## src/rtl/isu_pkg.sv

```systemverilog
package isu_pkg;
  localparam int unsigned STW = 32;

  // status bit positions
  localparam int unsigned B_TXDONE = 0;
  localparam int unsigned B_TXHALT = 1;
  localparam int unsigned B_TXUNAV = 2;
  localparam int unsigned B_RXDONE = 6;
  localparam int unsigned B_RXNOBUF = 7;
  localparam int unsigned B_RXHALT = 8;
  localparam int unsigned B_ABN = 15;
  localparam int unsigned B_NRM = 16;
  localparam int unsigned B_RXRUN = 17;

  // operating-mode fields decoded on write
  localparam int unsigned M_RXSTART = 1;
  localparam int unsigned M_POLL = 3;
  localparam int unsigned M_TXSTART = 13;

  localparam logic [STW-1:0] CLR_MASK = 32'h0C01_FFFF;
  localparam logic [STW-1:0] NRM_MASK = 32'h0000_4845;
  localparam logic [STW-1:0] ABN_MASK = 32'h0C00_37BA;

  localparam int unsigned A_STATUS = 5;
  localparam int unsigned A_MODE = 6;
  localparam int unsigned A_INTEN = 7;

  typedef struct packed {
    logic tx_done;
    logic tx_halt;
    logic tx_unav;
    logic rx_done;
    logic rx_nobuf;
    logic rx_halt;
  } isu_evt_t;

  function automatic logic [STW-1:0] evt_bits(isu_evt_t e);
    logic [STW-1:0] v;
    v = '0;
    v[B_TXDONE] = e.tx_done;
    v[B_TXHALT] = e.tx_halt;
    v[B_TXUNAV] = e.tx_unav;
    v[B_RXDONE] = e.rx_done;
    v[B_RXNOBUF] = e.rx_nobuf;
    v[B_RXHALT] = e.rx_halt;
    return v;
  endfunction
endpackage

```

## src/rtl/isu_idle_ctr.sv

```systemverilog
module isu_idle_ctr #(
  parameter int unsigned LIMIT = 10
) (
  input  logic clk,
  input  logic rst_n,
  input  logic preload,
  input  logic unowned,
  output logic unav_evt
);
  localparam int unsigned CW = $clog2(LIMIT + 2);
  localparam logic [CW-1:0] LOADV = CW'(LIMIT + 1);
  localparam logic [CW-1:0] LIMV = CW'(LIMIT);

  logic [CW-1:0] cnt_q;

  assign unav_evt = unowned && !preload && (cnt_q > LIMV);

  always_ff @(posedge clk) begin
    if (!rst_n) begin
      cnt_q <= '0;
    end else if (preload) begin
      cnt_q <= LOADV;
    end else if (unowned) begin
      if (cnt_q > LIMV) cnt_q <= '0;
      else cnt_q <= cnt_q + 1'b1;
    end
  end
endmodule

```

## src/rtl/isu_status_core.sv

```systemverilog
module isu_status_core
  import isu_pkg::*;
(
  input  logic           clk,
  input  logic           rst_n,
  input  isu_evt_t       evt,
  input  logic           clr_we,
  input  logic [STW-1:0] clr_data,
  input  logic           mode_we,
  input  logic           mode_tx_start,
  input  logic           mode_rx_start,
  output logic [STW-1:0] status_q
);
  logic [STW-1:0] nxt;

  always_comb begin
    nxt = status_q;
    if (clr_we) nxt = nxt & ~(clr_data & CLR_MASK);
    if (mode_we) begin
      if (!mode_tx_start) nxt[B_TXHALT] = 1'b1;
      nxt[B_RXRUN] = mode_rx_start;
    end
    // events applied last so they win over a same-cycle clear
    nxt = nxt | evt_bits(evt);
    nxt[B_ABN] = |(nxt & ABN_MASK);
    nxt[B_NRM] = |(nxt & NRM_MASK);
  end

  always_ff @(posedge clk) begin
    if (!rst_n) status_q <= '0;
    else status_q <= nxt;
  end
endmodule

```

## src/rtl/isu_irq_gate.sv

```systemverilog
module isu_irq_gate
  import isu_pkg::*;
(
  input  logic           clk,
  input  logic           rst_n,
  input  logic           en_we,
  input  logic [STW-1:0] en_data,
  input  logic [STW-1:0] status,
  output logic [STW-1:0] en_q,
  output logic           irq
);
  always_ff @(posedge clk) begin
    if (!rst_n) en_q <= '0;
    else if (en_we) en_q <= en_data;
  end

  assign irq = |(status & en_q & CLR_MASK);
endmodule

```

## src/rtl/irq_status_unit.sv

```systemverilog
module irq_status_unit
  import isu_pkg::*;
#(
  parameter int unsigned ADDR_W = 3,
  parameter int unsigned IDLE_LIMIT = 10
) (
  input  logic              clk,
  input  logic              rst_n,
  input  logic              ev_tx_done,
  input  logic              ev_tx_halt,
  input  logic              ev_rx_done,
  input  logic              ev_rx_nobuf,
  input  logic              ev_rx_halt,
  input  logic              tx_unowned,
  input  logic              tx_poll,
  input  logic              wr_en,
  input  logic [ADDR_W-1:0] wr_addr,
  input  logic [STW-1:0]    wr_data,
  output logic [STW-1:0]    status_o,
  output logic [STW-1:0]    inten_o,
  output logic              irq_o
);
  logic     we_status, we_mode, we_en, preload, unav_evt;
  isu_evt_t evt;

  assign we_status = wr_en && (wr_addr == ADDR_W'(A_STATUS));
  assign we_mode = wr_en && (wr_addr == ADDR_W'(A_MODE));
  assign we_en = wr_en && (wr_addr == ADDR_W'(A_INTEN));
  assign preload = tx_poll || (we_mode && wr_data[M_POLL]);

  isu_idle_ctr #(.LIMIT(IDLE_LIMIT)) u_idle (
    .clk     (clk),
    .rst_n   (rst_n),
    .preload (preload),
    .unowned (tx_unowned),
    .unav_evt(unav_evt)
  );

  always_comb begin
    evt.tx_done = ev_tx_done;
    evt.tx_halt = ev_tx_halt;
    evt.tx_unav = unav_evt;
    evt.rx_done = ev_rx_done;
    evt.rx_nobuf = ev_rx_nobuf;
    evt.rx_halt = ev_rx_halt;
  end

  isu_status_core u_core (
    .clk          (clk),
    .rst_n        (rst_n),
    .evt          (evt),
    .clr_we       (we_status),
    .clr_data     (wr_data),
    .mode_we      (we_mode),
    .mode_tx_start(wr_data[M_TXSTART]),
    .mode_rx_start(wr_data[M_RXSTART]),
    .status_q     (status_o)
  );

  isu_irq_gate u_irq (
    .clk    (clk),
    .rst_n  (rst_n),
    .en_we  (we_en),
    .en_data(wr_data),
    .status (status_o),
    .en_q   (inten_o),
    .irq    (irq_o)
  );
endmodule

```

## config.mk

```make
export PLATFORM = sky130hd
export DESIGN_NAME = irq_status_unit
export DESIGN_NICKNAME = d
export VERILOG_FILES = /design/src/rtl/isu_pkg.sv /design/src/rtl/isu_idle_ctr.sv /design/src/rtl/isu_status_core.sv /design/src/rtl/isu_irq_gate.sv /design/src/rtl/irq_status_unit.sv
export SDC_FILE = /design/constraint.sdc
export NUM_CORES = 1
export LEC_CHECK = 0
export BUFFER_PORTS_ARGS = -buffer_cell sky130_fd_sc_hd__buf_2
export CORE_ASPECT_RATIO = 0.75
export CORE_MARGIN = 2
export CORE_UTILIZATION = 26
export CTS_CLUSTER_SIZE = 25
export DETAILED_ROUTE_END_ITERATION = 10
export HOLD_SLACK_MARGIN = 0.15
export PLACE_DENSITY = 0.48
export SYNTH_ARGS = -nofsm -noshare
export SYNTH_HDL_FRONTEND = slang
export SYNTH_HIERARCHICAL = 1
export SYNTH_SLANG_ARGS = --single-unit
```

## constraint.sdc

```tcl
create_clock -name clk -period 4.2 [get_ports clk]
set_input_delay 0.42 -clock clk [delete_from_list [all_inputs] [get_ports clk]]
set_output_delay 0.42 -clock clk [all_outputs]
set_load 0.03 [all_outputs]
```

**Yosys cells after proc, flatten, opt, wreduce, memory -nomap -nowiden**

Cells that the tools add are included.

- Register bits after elaboration: 68
- Output and inout port bits: 65
- Input bits: 45

- Bitwise logic cells: 5
- Muxes and demuxes: 7
- Reductions and logical operators: 13
- Equality and inequality tests: 3
- Magnitude comparators: 1
- Add/sub/neg operators: 1

Operators with widths:

| operator | number |
|---|---|
| AND 32 bit | 1 |
| 2-to-1 mux 32 bit | 1 |
| inverter 28 -> 32 bit | 1 |
| bitwise OR 32 x 9 -> 32 bit | 1 |
| AND 28 bit | 1 |
| OR reduction 19 bit | 1 |
| 2-to-1 mux 4 bit | 3 |
| OR reduction 12 bit | 1 |
| equality test 3 bit (second input constant) | 3 |
| logical AND 1 bit | 6 |
| OR reduction 5 bit | 1 |
| adder 4 x 1 -> 4 bit (second input constant) | 1 |
| greater-than comparator 4 bit (second input constant) | 1 |
| 2-to-1 mux 1 bit | 3 |
| nonzero test 2 bit | 1 |
| OR reduction 2 bit | 1 |
| zero test 1 bit | 1 |
| logical OR 1 bit | 1 |
| inverter 1 bit | 1 |

**Depth between registers and ports, before layout**

- Depth after elaboration: 9
- Mapped depth: 7

**By module**

The synthesis kept the hierarchy.

Modules (own cells, without submodules):

| module | times used | area each (µm²) | cells each | sequential area each (µm²) |
|---|---|---|---|---|
| isu_irq_gate | 1 | 1336.3 | 117 | 640.6 |
| isu_status_core | 1 | 838.3 | 100 | 400.4 |
| isu_idle_ctr | 1 | 236.5 | 29 | 80.1 |
| irq_status_unit | 1 | 38.8 | 4 | 0.0 |

**Worst setup path after synthesis**

No wires, ideal clock.

- Path kind: input to register
- From: input port wr_addr[1]
- To: register u_core.status_q[15]
- Arrival: 1507 ps
- Path slack: 2573 ps
- Data required time: 4080 ps
- Cell stages on the path: 6
- Library setup time: 120 ps
- Buffers on the path: 1
- Cells stage by stage: and4b_2 -> buf_2 -> nand2_1 -> a222oi_1 -> o211ai_1 -> o31a_1

- Word-level cells in the longest chain between the ends: 7

Ends and longest elaborated chain:

| element | line | RTL |
|---|---|---|
| from (decl) | irq_status_unit.sv:17 | `input logic [ADDR_W-1:0] wr_addr,` |
| equality test 3 bit | irq_status_unit.sv:26 | `assign we_status = wr_en && (wr_addr == ADDR_W'(A_STATUS));` |
| logical AND 1 bit | irq_status_unit.sv:26 |  |
| 2-to-1 mux 32 bit | isu_status_core.sv:18 | `if (clr_we) nxt = nxt & ~(clr_data & CLR_MASK);` |
| 2-to-1 mux 1 bit | isu_status_core.sv:20 | `if (!mode_tx_start) nxt[B_TXHALT] = 1'b1;` |
| 2-to-1 mux 1 bit | isu_status_core.sv:19 | `if (mode_we) begin` |
| bitwise OR 32 x 9 -> 32 bit (*) | isu_status_core.sv:24 | `nxt = nxt \| evt_bits(evt);` |
| OR reduction 12 bit (*) | isu_status_core.sv:25 | `nxt[B_ABN] = \|(nxt & ABN_MASK);` |
| to (signal assigned) | isu_status_core.sv:31 | `else status_q <= nxt;` |
| to (decl) | isu_status_core.sv:12 | `output logic [STW-1:0] status_q` |

Mark *: on every way between the ends. The rest lies on a longest branch, timed or not.
A chain may end at the register's enable or synchronous reset.

**Worst setup path after layout**

- From: register u_core.status_q[7]
- To: output port irq_o

- Word-level cells in the longest chain between the ends: 2

Ends and longest elaborated chain:

| element | line | RTL |
|---|---|---|
| AND 28 bit | isu_irq_gate.sv:17 | `assign irq = \|(status & en_q & CLR_MASK);` |
| OR reduction 19 bit | isu_irq_gate.sv:17 |  |
| to (decl) | irq_status_unit.sv:21 | `output logic irq_o` |

Every way passes these cells.

==> metrics <==
element type at the critical path start flop; Yosys warning total 6; worst min path class input port to flop; synthesized area 2450 um2; run status complete, no violations; worst skew pair latency 290 ps; power per cell area 378 nW/um2; post-synth top area share 0.458; Clock transition at path regs 70 ps; Setup violations, final 0; setup TNS 0 ps; CP max FO 3; top cells by count, synth dfxtp_1, nor2b_1, mux2i_1, nand2_1, a21oi_1; cts repair resizes 0; max-slew violation count 0; RSZ-0062 raised after global routing false; slowest stage delay, CP 370 ps; GRT Total Usage 0.124; antenna violations before repair 0; post-synthesis sequential area ratio 0.458; Hold WS 332 ps; global-route wire length before repair 9.47 mm; VDD IR-drop max 0.157 mV; largest area contributor in the netlist dfxtp_1; H-tree depth 2; #FFs+latches synth 56; LEAKAGE 1.37 nW; slowest stage cell, crit path a22oi_1; DP HPWL 4.69 mm; relative slew slack 0.269; FMAX 446 MHz; Top Ports 110; WL/cell 13.7 um; CP Capture Type output port; EDFF count, synth 0; final setup margin 1960 ps; Max-Cap Viols 0; clock root buffer clkbuf_16; largest net degree at the start of global routing 52; diode count 0; CP arrival 1820 ps; layout cells sized above 1 0.320; CP cell instances a22oi_1 -> nand4_1 -> nor3_1 -> nand2_1 -> buf_2; CTS buffer count 5; most common cell in the synthesized netlist dfxtp_1; total congestion overflow 0; Die Y 88.1 um; final hold vios 0; Avg Vias per Cell 4.31; Core Area 9120 um2; Iter 0 DRT Violations 81; Netlist cell types 41; RePlAce Congestion 0.768; fin area 3130 um2; vias post-DR 2033; port bufs 97; Area Growth Syn to Fin 27.7%; Post-Synthesis Cells 250; WP buf/inv 1; Num Clock Sinks 56; ranking of synthesized cells by area dfxtp_1, mux2i_1, nor2b_1; initial core utilization 0.269; Die X 116 um; Post-CTS Setup Bufs 0; Mean Syn Cell Area 9.80 um2; vias in the first global route 1759; Row Count 30; TritonCTS clock tree done; fin nets 390; delay-heaviest family, CP simple AND/OR/NAND/NOR gates; DP Area 2950 um2; cts hold-fix bufs 0; Antenna Nets Post-Route 0; clock skew 7.26 ps; Remaining DRCs 0; Final Cycle Share 0.534; Async SR Flop Fraction 0; Required @ worst endpoint 3780 ps; Slew @ Worst Pin 1100 ps; ys flop type dfxtp_1; detailed-router iteration count before antenna repair 4; Die Area 10200 um2; DP Worst Slack 2050 ps; clock buffer depth 2; Tmin final 2240 ps; crit path kind flop to output port; Total Wirelength 6.46 mm
cells in the final DEF, fill, tap and decap left out, drive strengths merged, types with 7 or more instances in the layout:
master / n
dfxtp: 56
nor2: 10
buf: 97
o21ai: 7
a21oi: 13
mux2i: 33
a22oi: 9
nor2b: 36
inv: 8
conb: 12
nand2: 25
layout make-up:
cell class / instances / area (um2)
Multi-Input combinational cell: 174 / 1150
Timing Repair Buffer: 97 / 485
Tap cell: 128 / 160
Sequential cell: 56 / 1120
Fill cell: 965 / 5990
Inverter: 9 / 33.8
Clock buffer: 6 / 139
Clock inverter: 2 / 38.8
report_power, final:
| part | total (W) | switching (W) | internal, W |
|---|---|---|---|
| clock | 0.000490 | 0.000191 | 0.000299 |
| sequential | 0.000560 | 0.0000134 | 0.000546 |
| combinational | 0.000134 | 0.0000863 | 0.0000482 |
| total | 0.00118 | 0.000291 | 0.000893 |
cell families after synthesis:
logic type	after synthesis	synth area share
muxes	33	0.135
other	1	0.00153
adders and majority gates	2	0.0102
DFF	56	0.458
AOI/OAI and AO/OA	42	0.116
and+or+nand+nor	85	0.191
buffers and inverters	31	0.0894
state kept, by name, indices dropped and copies added, names as in the netlist:
name             count
u_core/status_q     20
u_irq/en_q          32
u_idle/cnt_q         4
worst paths after layout:
path	start	to	slack (ps)	cells after the start
worst min register to register	u_core/status_q[3]	u_core/status_q[3]	490	2
worst max register to register	u_core/status_q[9]	u_core/status_q[15]	2620	4
worst max-delay path	u_core/status_q[7]	irq_o	1960	5
worst min-delay path	wr_data[5]	u_core/status_q[5]	330	2
routing by layer:
metal	vias up	wire length, um	part of all wire	global-route usage
li1	1025	-	-	-
met1	935	3380	0.52	0.180
met2	69	2690	0.42	0.186
met3	4	338	0.052	0.0277
met4	0	47	0.0073	0.0292
met5	-	0	0	0
metrics by stage:
| stage | power, W | util | cells |
|---|---|---|---|
| 4_1_cts | 0.00120 | 0.343 | 472 |
| 3_5_place_dp | 0.000707 | 0.324 | 464 |
| 2_1_floorplan | 0.000666 | - | 261 |
| 5_1_grt | 0.00124 | 0.343 | 472 |
| 6_report | 0.00118 | 0.343 | 472 |
| 3_3_place_gp | 0.000706 | 0.324 | 464 |
No activity file was read; power rests on OpenSTA's default activity.
